**src/rtl/tcu_pkg.sv**
```systemverilog
package tcu_pkg;
  localparam int ADDR_W = 3;
  localparam logic [ADDR_W-1:0] A_CNT_L = 3'd0;
  localparam logic [ADDR_W-1:0] A_CNT_H = 3'd1;
  localparam logic [ADDR_W-1:0] A_CAP_L = 3'd2;
  localparam logic [ADDR_W-1:0] A_CAP_H = 3'd3;
  localparam logic [ADDR_W-1:0] A_CTRL  = 3'd4;
  localparam logic [ADDR_W-1:0] A_MASK  = 3'd5;
  localparam logic [ADDR_W-1:0] A_FLAG  = 3'd6;
  // bit positions shared by mask and flag registers
  localparam int CAP_BIT = 5;
  localparam int OVF_BIT = 2;
  // control bits
  localparam int SRC_BIT  = 0;
  localparam int EDGE_BIT = 1;
  localparam int TOP_BIT  = 2;
endpackage

```
**src/rtl/tcu_sync_edge.sv**
```systemverilog
module tcu_sync_edge #(
  parameter int STAGES = 2
) (
  input  logic clk,
  input  logic rst,
  input  logic din,
  input  logic rise_sel,
  output logic evt
);
  logic [STAGES:0] sr_q;

  always_ff @(posedge clk) begin
    if (rst) sr_q <= '0;
    else     sr_q <= {sr_q[STAGES-1:0], din};
  end

  always_comb begin
    if (rise_sel) evt = sr_q[STAGES-1] & ~sr_q[STAGES];
    else          evt = ~sr_q[STAGES-1] & sr_q[STAGES];
  end
endmodule

```
**src/rtl/tcu_counter.sv**
```systemverilog
module tcu_counter #(
  parameter int W = 16
) (
  input  logic         clk,
  input  logic         rst,
  input  logic         ld,
  input  logic [W-1:0] ld_val,
  input  logic         top_en,
  input  logic [W-1:0] top_val,
  output logic [W-1:0] cnt,
  output logic         wrap
);
  localparam logic [W-1:0] CNT_MAX = {W{1'b1}};

  always_comb wrap = !ld && ((top_en && (cnt == top_val)) || (cnt == CNT_MAX));

  always_ff @(posedge clk) begin
    if (rst)       cnt <= '0;
    else if (ld)   cnt <= ld_val;
    else if (wrap) cnt <= '0;
    else           cnt <= cnt + 1'b1;
  end
endmodule

```
**src/rtl/tcu_bus_port.sv**
```systemverilog
module tcu_bus_port
  import tcu_pkg::*;
#(
  parameter int DW = 8,
  localparam int WW = 2 * DW
) (
  input  logic              clk,
  input  logic              rst,
  input  logic [ADDR_W-1:0] addr,
  input  logic              rd,
  input  logic              wr,
  input  logic [DW-1:0]     wdata,
  input  logic [WW-1:0]     cnt_val,
  input  logic [WW-1:0]     cap_val,
  input  logic [DW-1:0]     ctrl_val,
  input  logic [DW-1:0]     mask_val,
  input  logic [DW-1:0]     flag_val,
  output logic [DW-1:0]     rdata,
  output logic [WW-1:0]     wide_val,
  output logic              cnt_ld,
  output logic              cap_ld
);
  logic [DW-1:0] tmp_q;
  logic [DW-1:0] rmux;

  always_comb begin
    wide_val = {tmp_q, wdata};
    cnt_ld   = wr && (addr == A_CNT_L);
    cap_ld   = wr && (addr == A_CAP_L);
  end

  always_comb begin
    case (addr)
      A_CNT_L: rmux = cnt_val[DW-1:0];
      A_CNT_H: rmux = tmp_q;
      A_CAP_L: rmux = cap_val[DW-1:0];
      A_CAP_H: rmux = tmp_q;
      A_CTRL:  rmux = ctrl_val;
      A_MASK:  rmux = mask_val;
      A_FLAG:  rmux = flag_val;
      default: rmux = '0;
    endcase
  end

  always_ff @(posedge clk) begin
    if (rst) begin
      tmp_q <= '0;
      rdata <= '0;
    end else begin
      if (wr && ((addr == A_CNT_H) || (addr == A_CAP_H))) tmp_q <= wdata;
      else if (rd && (addr == A_CNT_L))                    tmp_q <= cnt_val[WW-1:DW];
      else if (rd && (addr == A_CAP_L))                    tmp_q <= cap_val[WW-1:DW];
      if (rd) rdata <= rmux;
    end
  end
endmodule

```
**src/rtl/tmr_capture_unit.sv**
```systemverilog
module tmr_capture_unit
  import tcu_pkg::*;
#(
  parameter int DW          = 8,
  parameter int SYNC_STAGES = 2,
  localparam int CW = 2 * DW
) (
  input  logic              clk,
  input  logic              rst,
  input  logic              cap_pin,
  input  logic              acmp_out,
  input  logic              gie,
  input  logic [ADDR_W-1:0] bus_addr,
  input  logic              bus_rd,
  input  logic              bus_wr,
  input  logic [DW-1:0]     bus_wdata,
  output logic [DW-1:0]     bus_rdata,
  input  logic              irq_ack,
  output logic              cap_irq,
  output logic              ovf_irq
);
  logic [DW-1:0] ctrl_q, mask_q, flag_val;
  logic [CW-1:0] cnt_q, cap_q, wide_val;
  logic cap_flag, ovf_flag, cap_evt, wrap, cnt_ld, cap_ld, src_sel, top_en, flag_wr;

  always_comb begin
    src_sel  = ctrl_q[SRC_BIT] ? acmp_out : cap_pin;
    top_en   = ctrl_q[TOP_BIT];
    flag_wr  = bus_wr && (bus_addr == A_FLAG);
    flag_val = '0;
    flag_val[CAP_BIT] = cap_flag;
    flag_val[OVF_BIT] = ovf_flag;
  end

  tcu_sync_edge #(.STAGES(SYNC_STAGES)) u_sync (
    .clk(clk), .rst(rst), .din(src_sel), .rise_sel(ctrl_q[EDGE_BIT]), .evt(cap_evt)
  );

  tcu_counter #(.W(CW)) u_cnt (
    .clk(clk), .rst(rst), .ld(cnt_ld), .ld_val(wide_val), .top_en(top_en),
    .top_val(cap_q), .cnt(cnt_q), .wrap(wrap)
  );

  tcu_bus_port #(.DW(DW)) u_bus (
    .clk(clk), .rst(rst), .addr(bus_addr), .rd(bus_rd), .wr(bus_wr), .wdata(bus_wdata),
    .cnt_val(cnt_q), .cap_val(cap_q), .ctrl_val(ctrl_q), .mask_val(mask_q),
    .flag_val(flag_val), .rdata(bus_rdata), .wide_val(wide_val),
    .cnt_ld(cnt_ld), .cap_ld(cap_ld)
  );

  always_ff @(posedge clk) begin
    if (rst) begin
      ctrl_q   <= '0;
      mask_q   <= '0;
      cap_q    <= '0;
      cap_flag <= 1'b0;
      ovf_flag <= 1'b0;
      cap_irq  <= 1'b0;
      ovf_irq  <= 1'b0;
    end else begin
      if (bus_wr && (bus_addr == A_CTRL)) ctrl_q <= bus_wdata;
      if (bus_wr && (bus_addr == A_MASK)) mask_q <= bus_wdata;
      if (cap_evt)     cap_q <= cnt_q;
      else if (cap_ld) cap_q <= wide_val;
      cap_flag <= cap_evt | (cap_flag & ~(flag_wr & bus_wdata[CAP_BIT]) & ~irq_ack);
      ovf_flag <= wrap | (ovf_flag & ~(flag_wr & bus_wdata[OVF_BIT]));
      cap_irq  <= cap_flag & mask_q[CAP_BIT] & gie;
      ovf_irq  <= ovf_flag & mask_q[OVF_BIT] & gie;
    end
  end
endmodule

```
**config.mk**
```make
export PLATFORM = sky130hd
export DESIGN_NAME = tmr_capture_unit
export DESIGN_NICKNAME = d
export VERILOG_FILES = /design/src/rtl/tcu_pkg.sv /design/src/rtl/tcu_sync_edge.sv /design/src/rtl/tcu_counter.sv /design/src/rtl/tcu_bus_port.sv /design/src/rtl/tmr_capture_unit.sv
export SDC_FILE = /design/constraint.sdc
export NUM_CORES = 1
export LEC_CHECK = 0
export BUFFER_PORTS_ARGS = -buffer_cell sky130_fd_sc_hd__buf_2
export CORE_MARGIN = 5
export CORE_UTILIZATION = 40
export CTS_CLUSTER_SIZE = 28
export DETAILED_ROUTE_END_ITERATION = 8
export PLACE_DENSITY = 0.65
export SYNTH_ARGS = -nofsm -noshare
export SYNTH_HDL_FRONTEND = slang
export SYNTH_SLANG_ARGS = --single-unit
```
**constraint.sdc**
```tcl
create_clock -name clk -period 2.5 [get_ports clk]
set_input_delay 0.75 -clock clk [delete_from_list [all_inputs] [get_ports clk]]
set_output_delay 0.75 -clock clk [all_outputs]
set_load 0.02 [all_outputs]
```
* Word-level counts from Yosys, hierarchy flattened
Index checks and enable logic that the tools add are counted.
Word-level totals: register bits after elaboration 71, logic and storage cells 65, output and inout port bits 10
Cells by class: mux-type cells 10, add/subtract/negate cells 1, bitwise logic cells 18, equal/unequal tests 8, reductions and logical operators 17
Operator list (count):
- $mux 16 | 4
- $pmux 8 s6 | 1
- $mux 8 | 3
- $add 16x1->16 const B | 1
- $eq 16x16->1 | 1
- $eq 16x16->1 const B | 1
- $and 1x1->1 | 11
- $logic_and 1x1->1 | 10
- $eq 3x3->1 const B | 3
- $eq 3x2->1 const B | 2
- $not 1->1 | 5
- $eq 3x1->1 const B | 1
- $logic_not 3->1 | 1
- $reduce_bool 3->1 | 1
- $logic_or 1x1->1 | 2
- $mux 1 | 2
- $or 1x1->1 | 2
- $reduce_bool 2->1 | 1
- $reduce_or 2->1 | 1
- $logic_not 1->1 | 1

* Longest topological paths before layout
Gate-level depths: netlist of run 1.
word-level depth 7, depth in mapped cells 7

* Modules after synthesis
Synthesis of run 1 repeated with hierarchy kept, for this count alone.
Second synthesis, totals: cells, all modules 416, area, all modules 4033.9 µm²
By module, submodules not included:
- tmr_capture_unit | times used 1, area an instance 1640.3 µm², cells each 149
- tcu_bus_port | times used 1, area an instance 1243.7 µm², cells each 143
- tcu_counter | times used 1, area an instance 1048.5 µm², cells each 115
- tcu_sync_edge | times used 1, area an instance 101.3 µm², cells each 9

* Least setup slack after synthesis of run 1
OpenSTA, ideal clock, no wires.
path type input to register, from in bus_addr[2], to reg u_cnt.cnt[13], stages on the path 5, required time 2364 ps, path buffers 2, slack 422 ps, arrival 1942 ps, path through buf_2 nor4b_1 or3_1 clkbuf_1 o31ai_1
Between the ends: longest elaborated chain between the ends 6
Ends and longest elaborated chain:
- start: declaration | line tmr_capture_unit.sv:13 | input logic [ADDR_W-1:0] bus_addr,
- $logic_not 3->1 * | line tcu_bus_port.sv:28 | cnt_ld = wr && (addr == A_CNT_L);
- $logic_and 1x1->1 * | line tcu_bus_port.sv:28
- $logic_not 1->1 | line tcu_counter.sv:15 | always_comb wrap = !ld && ((top_en && (cnt == top_val)) || (cnt == CNT_MAX));
- $logic_and 1x1->1 | line tcu_counter.sv:15
- $mux 16 | line tcu_counter.sv:20 | else if (wrap) cnt <= '0;
- $mux 16 * | line tcu_counter.sv:19 | else if (ld) cnt <= ld_val;
- end signal: assignment | line tcu_counter.sv:19
- end signal: assignment | line tcu_counter.sv:21 | else cnt <= cnt + 1'b1;
- end: declaration | line tcu_counter.sv:10 | output logic [W-1:0] cnt,
Mark *: on every way between the ends. The rest lies on a longest branch, timed or not. A chain may end at the register's enable or synchronous reset.

* Final worst setup path of run 1
from in bus_addr[1], to reg u_cnt.cnt[1]
The elaborated chain is that of the path after synthesis.

==> results.md, run 1 <==
* Initial drt markers at 260
* Max-cap violations at 0
* Synth area leader: dfxtp_1
* #FFs+latches synth at 71
* Final setup vio count at 0
* Vias in the first global route at 3,196
* Crit-path max FO at 17
* Post-synthesis sequential area ratio at 38.1%
* Total Neg Setup Slack at 0 ps
* Main area contributors after synthesis: dfxtp_1 (38%), mux2i_1 (8.3%), nand2_1 (5.5%)
* Via-to-Cell Ratio at about 5.7
* Syn-to-layout area delta at 12.4%
* Slew HR at 42.6%
* Antenna viol nets, final at 0
* Worst path arrival time at roughly 2300 ps
* Fillers at roughly 930
* Grt ovf at 0
* NetSw at around 0.66 mW
* FMAX at 497 MHz
* Data required time at the worst endpoint at ~2800 ps
* Post-cts gate resize count at 0
* Kind of critical path: input port to register
* Total GRT Usage at a little under a fifth
* Clock Power Share at 40.4%
* Yosys top cell area share at a little under two fifths
* Final Cycle Share at 80.4%
* RSZ-0062 raised after global routing: no
* Ys flop type: dfxtp_1
* Combinational power share at approximately an eighth
* CTS buffer count at 9
* Commonest non-fill, non-tap cells in the layout: dfxtp_1 (71), nor2_1 (55), nand2_1 (55), mux2i_1 (31)
* Worst setup margin at a little under 500 ps
* Drt total wl at 10.4 mm
* DR WL/cell at ~18 µm
* Outcome: finished, final reports clean
* Clk root buf: clkbuf_8
* Ant diodes at 0
* CP endpoint kind: register
* Pin count of the biggest net entering global routing at 34
* IO buf count at 28
* CP startpoint kind: input port
* CTS tree: yes
* Maximum clock insertion buffer count at 2
* Yosys cell types at between 40 and 50
* Hold bufs inserted after CTS at 0
* Fin. max-slew vios at 0
* Internal power at 1.87 mW
* Clock slew seen by the registers of the worst setup and hold paths at approximately 80 ps
* Setup Buffers After CTS at 0
* Initial antenna violation count at 0
* Vias at between 3,000 and 4,000
* Final Critical Period at approximately 2000 ps
* Final Util at around 46%
* VDD IR max at 0.304 mV
* Clk_skew at approximately 11 ps
* Die width at roughly 110 µm
* Pwr Density at between 600 and 700 mW/mm²
* Hold crit path type: register to register
* Layout cells sized above 1 at between 10% and 20%
* Commonest non-fill, non-tap cell in the layout: dfxtp_1
* Mapped cell area at about 0.0037 mm²
* Power Total at 2.53 mW
* Core Area at roughly 0.009 mm²
* Worst-path cell chain: buf_2 > nor2_1 > nand3b_1 > a21oi_1 > nand3_1 > o21ai_0
* Leakage power at about 1.6 nW
* Starting Density at 40.7%
* Die area at approximately 0.011 mm²
* I/O pin cnt at 29
* Die height at ~110 µm
* Syn_area_per_cell at around 8.4 µm²
* Synth async-reset ratio at 0%
* RD Place Congestion at 0.889
* Clock sinks at 71
* Hold Slack at between 400 and 500 ps
* Slowest cell delay on critical path at 690 ps
* Hold Vio Cnt, Final at 0
* Sequential Power Share at a little under half
* Synth Net Count at approximately 470
* HPWL Detailed at between 7 and 8 mm
* Crit-path slowest cell: a21oi_1
* Net Sw Frac at around a quarter
* Clk_lat worst skew at about 350 ps
* First-pass GRT wire length at about 17 mm
* Critical path's top delay family: compound AO/OA/AOI/OAI gates
* Worst-margin pin slew at roughly 860 ps
* Net total in the final layout at 485
* Post-Synthesis Cells at 446
* Row count at 35
* CTS H-tree lvls at 3
* YS warnings at 0
* 1st-pass router iterations at 4
* Pre-CTS setup slack at 147 ps
* Number of synthesized flops with an enable pin at 0
* Post-route DRC at 0
* CP Buf/Inv Count at 1
==> flip-flops by register name, summed over array words and instances (netlist names) <==
signal and count:
cap_q 16, u_cnt.cnt 16, ctrl_q 8, mask_q 8, u_bus.rdata 8, u_bus.tmp_q 8, u_sync.sr_q 3, cap_flag 1
cap_irq 1, ovf_flag 1, ovf_irq 1
==> worst reg2reg max path: cells and delay by family, from the launching register on <==
| kind | cells | cell delay, ps |
|---|---|---|
| simple gates | 3 | 840 |
| compound gates | 2 | 430 |
| flops | 1 | 550 |
==> stage by stage <==
stage          instance area [µm²]  std cells
2_1_floorplan                 3730        446
3_3_place_gp                  3970        565
3_5_place_dp                  3970        565
4_1_cts                       4190        580
5_1_grt                       4190        580
6_report                      4190        580
==> area by class of cell <==
cell class	count	area, µm²	share of cell area (%)
Timing Repair Buffer	48	290	6.93
Tap cell	111	139	3.31
Multi-Input combinational cell	335	2120	50.6
Sequential cell	71	1420	33.9
Clock inverter	5	81.3	1.94
Clock buffer	10	138	3.28
==> cell usage after synthesis, types with 4 or more instances <==
cell type,count
a21oi_1,29
nor2_1,55
nor3_1,9
a22oi_1,7
o31ai_1,7
o21ai_0,5
nand2_1,55
dfxtp_1,71
nand4_1,9
nor4_1,4
o221a_2,6
xnor2_1,11
buf_2,13
o41ai_1,4
clkbuf_1,20
a221oi_1,8
mux2i_1,31
nand3b_1,5
nand3_1,20
a211oi_1,17
nor2b_1,5
xor2_1,19
==> cell families after synthesis <==
| family | after synthesis | share of synthesized area [%] |
|---|---|---|
| and+or+nand+nor | 182 | 23.4 |
| buffers and inverters | 40 | 5.23 |
| muxes | 33 | 9.23 |
| adders and majority gates | 1 | 0.336 |
| xor gates and xnor gates | 30 | 7.05 |
| AOI/OAI and AO/OA | 89 | 16.6 |
| DFF | 71 | 38.1 |
==> path summary, 6_finish.rpt <==
check                 start  depth (start not counted)             end  slack [ps]
min reg2reg  u_sync.sr_q[0]                          1  u_sync.sr_q[1]         460
max reg2reg    u_cnt.cnt[2]                          5    u_cnt.cnt[8]         560
max             bus_addr[1]                          6    u_cnt.cnt[1]         490
min          u_sync.sr_q[0]                          1  u_sync.sr_q[1]         460
==> routing by layer <==
metal  share of wire (%)  vias up  GRT usage (%)
li1                    -     1630              -
met1                  45     1571           25.5
met2                  46      105           30.3
met3                 5.6       19           3.70
met4                 3.0        0           8.40
met5                   0        -              0
==> power groups by stage <==
stage	clock (mW)	combinational, mW	sequential (mW)
2_1_floorplan	0	0.200	1.23
3_3_place_gp	0	0.294	1.23
3_5_place_dp	0	0.299	1.23
4_1_cts	1.05	0.301	1.21
5_1_grt	1.09	0.329	1.21
6_report	1.02	0.302	1.21
Note: power is estimated with default switching activity, not from simulation.
==> run 2: changes to the inputs <==
- clock period: 2.5 -> 2 ns (I/O delays scaled with it)
==> run 2 against run 1 <==
Effect of this change:
- worst setup slack got worse by 390 ps
- die area unchanged
- sequential cell count unchanged
- critical endpoint is now u_cnt.cnt[7]
- register-to-register slack got worse by 460 ps
==> results.md, run 2 (same netlist as run 1, synthesis figures left out) <==
* Combinational power share at approximately 14%
* Layout Cells excl Fill at a little under 600
* Core Area at 0.00915 mm²
* Max-cap violations at 0
* Area post-placement at between 0.004 and 0.005 mm²
* VDD IR max at ~0.36 mV
* Fin. max-slew vios at 0
* CP startpoint kind: register
* Drt total wl at 10.7 mm
* Post-cts gate resize count at 0
* Fin area at between 0.004 and 0.005 mm²
* Outcome: finished, final reports clean
* Hold Startpoint: u_sync.sr_q[0]
* NetSw at roughly 0.84 mW
* IO buf count at 28
* Hold Vio Cnt, Final at 0
* CTS tree: yes
* Clk_skew at around 8.7 ps
* RD Place Congestion at 0.825
* Worst-path cell chain: xnor2_1 > nor4b_1 > nand4b_1 > nor4_4 > buf_4 > o21ai_0
* Total Neg Setup Slack at 0 ps
* Kind of critical path: register to register
* Starting Density at between 40% and 50%
* Clock Power Share at 35.8%
* Syn-to-layout area delta at 14.8%
* Final Util at a little under half
* 1st-pass router iterations at 6
* Hold bufs inserted after CTS at 0
* Net total in the final layout at about 500
* Setup Buffers After CTS at 0
* Slew HR at a little over half
* Clk_lat worst skew at roughly 340 ps
* Clock slew seen by the registers of the worst setup and hold paths at ~80 ps
* HPWL Detailed at between 7 and 8 mm
* Slowest cell delay on critical path at around 530 ps
* Commonest non-fill, non-tap cell in the layout: dfxtp_1
* Largest regs: cap_q: 16 flops, u_cnt.cnt: 16 flops
* Power Total at just under 3 mW
* Pre-CTS setup slack at between 2 and 2.5 ps
* First-pass GRT wire length at approximately 17 mm
* Worst setup margin at between 100 and 150 ps
* RR Startpoint: u_cnt.cnt[12]
* Vias at approximately 3,400
* Row count at 35
* Hold Path Depth at 1
* Internal power at roughly 2.1 mW
* Initial drt markers at 288
* Grt ovf at 0
* Pwr Density at between 600 and 700 mW/mm²
* FMAX at 527 MHz
* DR WL/cell at around 18 µm
* Register-to-Register Path Depth at 6
* Initial antenna violation count at 0
* Clock sinks at a little over 70
* Flop-to-flop setup slack at 100 ps
* Crit-path max FO at 14
* Final Critical Period at roughly 1900 ps
* Ant diodes at 0
* CTS buffer count at 9
* Worst-margin pin slew at around 700 ps
* CP startpoint: u_cnt.cnt[12]
* Worst path arrival time at roughly 2100 ps
* Die area at roughly 0.011 mm²
* Via-to-Cell Ratio at roughly 5.7
* Placed Cells at 577
* Net Sw Frac at 28.1%
* Total GRT Usage at between 10% and 20%
* Vias in the first global route at around 3,300
* FF-to-FF End: u_cnt.cnt[7]
* RSZ-0062 raised after global routing: no
* Crit-path slowest cell: dfxtp_1
* Hold Slack at about 450 ps
* CTS H-tree lvls at 3
* Final setup vio count at 0
* Sequential Power Share at slightly above 50%
* Data required time at the worst endpoint at 2220 ps
* Hold crit path type: register to register
* Die height at approximately 110 µm
* Hold worst-path end: u_sync.sr_q[1]
* Final Cycle Share at 94.9%
* Maximum clock insertion buffer count at 2
* Die width at roughly 110 µm
* Pin count of the biggest net entering global routing at 60
* Leakage power at ~1.6 nW
* Antenna viol nets, final at 0
* I/O pin cnt at 29
* CP endpoint kind: register
* Clk root buf: clkbuf_8
* Layout cells sized above 1 at 18.5%
* Post-route DRC at 0
* Commonest non-fill, non-tap cells in the layout: dfxtp_1 (69), nor2_1 (55), nand2_1 (55), mux2i_1 (31), buf_4 (30)
[run 2: how the worst max path moves through the flow]
stage                                 to  depth (start not counted)
final                       u_cnt.cnt[7]                          6
after global routing       u_cnt.cnt[13]                          6
after CTS                   u_cnt.cnt[7]                          7
after detailed placement  u_bus.tmp_q[5]                          5
after global placement    u_bus.tmp_q[1]                          5
after floorplan            u_cnt.cnt[13]                          5
[run 2: cell type report]
| type | instances | area, µm² |
|---|---|---|
| Clock inverter | 4 | 31.3 |
| Clock buffer | 11 | 151 |
| Timing Repair Buffer | 60 | 405 |
| Sequential cell | 71 | 1420 |
| Tap cell | 111 | 139 |
| Fill cell | 926 | 4870 |
| Multi-Input combinational cell | 335 | 2130 |
[run 2: power by group through the flow]
stage	registers (mW)	logic [mW]	clock network, mW
2_1_floorplan	1.53	0.251	0
3_3_place_gp	1.54	0.386	0
3_5_place_dp	1.54	0.397	0
4_1_cts	1.51	0.398	1.09
5_1_grt	1.52	0.431	1.16
6_report	1.51	0.400	1.06
[run 2: worst max-delay path: cells and delay by family (launching register included)]
family | cells | cell delay, ps
and+or+nand+nor | 3 | 680
DFF | 1 | 530
buffers and inverters | 1 | 250
xor gates and xnor gates | 1 | 190
AOI/OAI and AO/OA | 1 | 130
[run 2: routing by layer]
| layer | vias up | track usage, % | wire length (µm) |
|---|---|---|---|
| li1 | 1648 | - | - |
| met1 | 1624 | 26.2 | 4960 |
| met2 | 108 | 30.8 | 4990 |
| met3 | 10 | 4.55 | 579 |
| met4 | 0 | 5.57 | 141 |
| met5 | - | 0 | 0 |
==> run 3: changes to the inputs <==
- ABC_AREA: unset -> 1
- CTS_BUF_LIST: unset -> sky130_fd_sc_hd__clkbuf_8 sky130_fd_sc_hd__clkbuf_16
==> run 3 against run 2 <==
Effect of this change:
- utilization grew 0.36 points
- non-clock buffer count decreased by 9
- final cell count up 21%
==> results.md, run 3 <==
* DR WL/cell at between 15 and 20 µm
* Slowest cell delay on critical path at 460 ps
* Antenna viol nets, final at 0
* Synth Net Count at between 500 and 600
* FF-to-FF End: u_cnt.cnt[0]
* 1st-pass router iterations at 5
* CTS buffer count at 9
* Slew HR at approximately 60%
* Vias in the first global route at between 3,000 and 4,000
* Initial drt markers at 332
* Synth cell count leaders: nand2_1 (142), inv_1 (78), dfxtp_1 (71), a21oi_1 (63), o21ai_0 (51)
* Commonest non-fill, non-tap cells in the layout: nand2_1 (142), inv_1 (78), dfxtp_1 (70), a21oi_1 (63), o21ai_0 (51)
* Post-route DRC at 0
* Hold Path Depth at 2
* Hold Vio Cnt, Final at 0
* Most numerous cell in the Yosys netlist: nand2_1
* Final Util at a little under half
* Layout cells sized above 1 at between 15 and 20%
* YS warnings at 0
* Kind of critical path: register to register
* Crit-path slowest cell: dfxtp_1
* Main area contributors after synthesis: dfxtp_1 (38%), nand2_1 (14%), a21oi_1 (8.5%)
* Clk_skew at between 10 and 15 ps
* Syn-to-layout area delta at 15.9%
* Vias at about 4,000
* Yosys top cell area share at 38.2%
* Via-to-Cell Ratio at around 5.4
* Max-cap violations at 0
* Ant diodes at 0
* Commonest non-fill, non-tap cell in the layout: nand2_1
* Register-to-Register Path Depth at 9
* Mapped cell area at roughly 0.0037 mm²
* Grt ovf at 0
* Maximum clock insertion buffer count at 2
* Pin count of the biggest net entering global routing at 46
* Die height at 106 µm
* HPWL Detailed at just under 9 mm
* Hold Startpoint: u_sync.sr_q[0]
* CP startpoint kind: register
* Number of synthesized flops with an enable pin at 0
* Placed Cells at ~700
* Synth async-reset ratio at 0%
* Final Critical Period at between 1500 and 2000 ps
* Crit-path max FO at 11
* Clk_lat worst skew at roughly 370 ps
* Data required time at the worst endpoint at roughly 2300 ps
* Leakage power at approximately 1.7 nW
* Final Cycle Share at 89.3%
* Die width at roughly 110 µm
* RR Startpoint: u_cnt.cnt[6]
* Synth area leader: dfxtp_1
* I/O pin cnt at 29
* Worst path arrival time at ~2000 ps
* Total GRT Usage at roughly 22%
* Hold worst-path end: u_sync.sr_q[1]
* Starting Density at roughly two fifths
* Fin. max-slew vios at 0
* IO buf count at 28
* Ys flop type: dfxtp_1
* Initial antenna violation count at 0
* Critical path's top delay family: simple AND/OR/NAND/NOR gates
* Flop-to-flop setup slack at 210 ps
* First-pass GRT wire length at around 19 mm
* CTS H-tree lvls at 3
* CP Buf/Inv Count at 1
* Total Neg Setup Slack at 0 ps
* Worst-margin pin slew at approximately 600 ps
* Final setup vio count at 0
* Core Area at between 0.009 and 0.01 mm²
* Largest regs: cap_q: 16 flops, u_cnt.cnt: 16 flops
* VDD IR max at approximately 0.34 mV
* Fillers at 920
* CTS tree: yes
* FMAX at 560 MHz
* Syn_area_per_cell at 6.66 µm²
* CP endpoint kind: register
* Net total in the final layout at 621
* Clock sinks at 71
* Clk root buf: clkbuf_8
* Drt total wl at approximately 12 mm
* Post-synthesis sequential area ratio at between 30% and 40%
* Yosys cell types at 33
* Pwr Density at 744 mW/mm²
* Post-Synthesis Cells at about 560
* Setup Buffers After CTS at 0
* Outcome: finished, final reports clean
* Clock slew seen by the registers of the worst setup and hold paths at ~80 ps
* Layout Cells excl Fill at 717
* RD Place Congestion at ~0.95
* RSZ-0062 raised after global routing: no
* Hold crit path type: register to register
* Row count at 35
* Worst-path cell chain: inv_1 > nor3_2 > nand2_2 > nor2_4 > nand3_2 > nand2_2 > nand2_4 > nand2_4 > nor2_1
* #FFs+latches synth at 71
* Die area at approximately 0.011 mm²
## run 3: what timing repair did
action | CTS | global route
endpoints found under the setup margin | 0 | 1
hold buffers | 0 | 0
resized for setup | 0 | 1
## run 3: metal layers
metal | vias up | wire length (µm) | track usage (%)
met5 | - | 0 | 0
met3 | 32 | 974 | 5.95
li1 | 1915 | - | -
met4 | 0 | 421 | 8.68
met1 | 1775 | 5150 | 29.4
met2 | 180 | 5270 | 33.6
## run 3: how the worst max path moves through the flow
stage	from	to	slack (ps)	depth (start not counted)
after global placement	bus_addr[1]	u_bus.tmp_q[6]	110	9
after CTS	u_cnt.cnt[0]	u_cnt.cnt[0]	150	10
after floorplan	bus_addr[1]	u_cnt.cnt[14]	250	8
final	u_cnt.cnt[6]	u_cnt.cnt[0]	210	9
after global routing	ctrl_q[1]	cap_q[15]	60	6
after detailed placement	bus_addr[1]	u_bus.tmp_q[4]	60	9
## run 3: final cells by class
cell class,instances,area [µm²],share of cell area [%]
repair buffers,51,325,7.54
multi-input cells,389,1900,44.1
clock inverters,7,103,2.38
well taps,111,139,3.22
clock buffers,9,124,2.87
flip-flops and latches,71,1420,33.0
inverters,79,297,6.87
## run 3: per-stage QoR
step                      worst slack (ps)  hold slack, ps  instance area [µm²]  power (mW)
after floorplan                        251             388                 3720        1.76
after global placement                 109             397                 4090        1.90
after detailed placement              58.5             398                 4090        1.91
after CTS                              153             411                 4310        3.24
after global routing                  62.1             436                 4310        3.35
final                                  215             405                 4310        3.21
## run 3: logic make-up after synthesis
group	count (synthesis)	share of synthesized area, %
xor+xnor	4	0.941
flops	71	38.2
compound gates	154	23.0
fa+ha+maj	1	0.336
simple gates	230	26.9
buf+inv	99	10.7
## run 3: worst min-delay path, delay by kind of cell (launching register included)
kind / cells / cell delay (ps)
and+or+nand+nor: 1 / 30
DFF: 1 / 300
buffers and inverters: 1 / 40
## run 3: power by group
group          internal, mW  switching [mW]  total [mW]  leakage [nW]
registers              1.46          0.0448        1.51         0.577
clock network         0.717           0.611        1.33         0.111
logic                 0.125           0.249       0.374          1.01
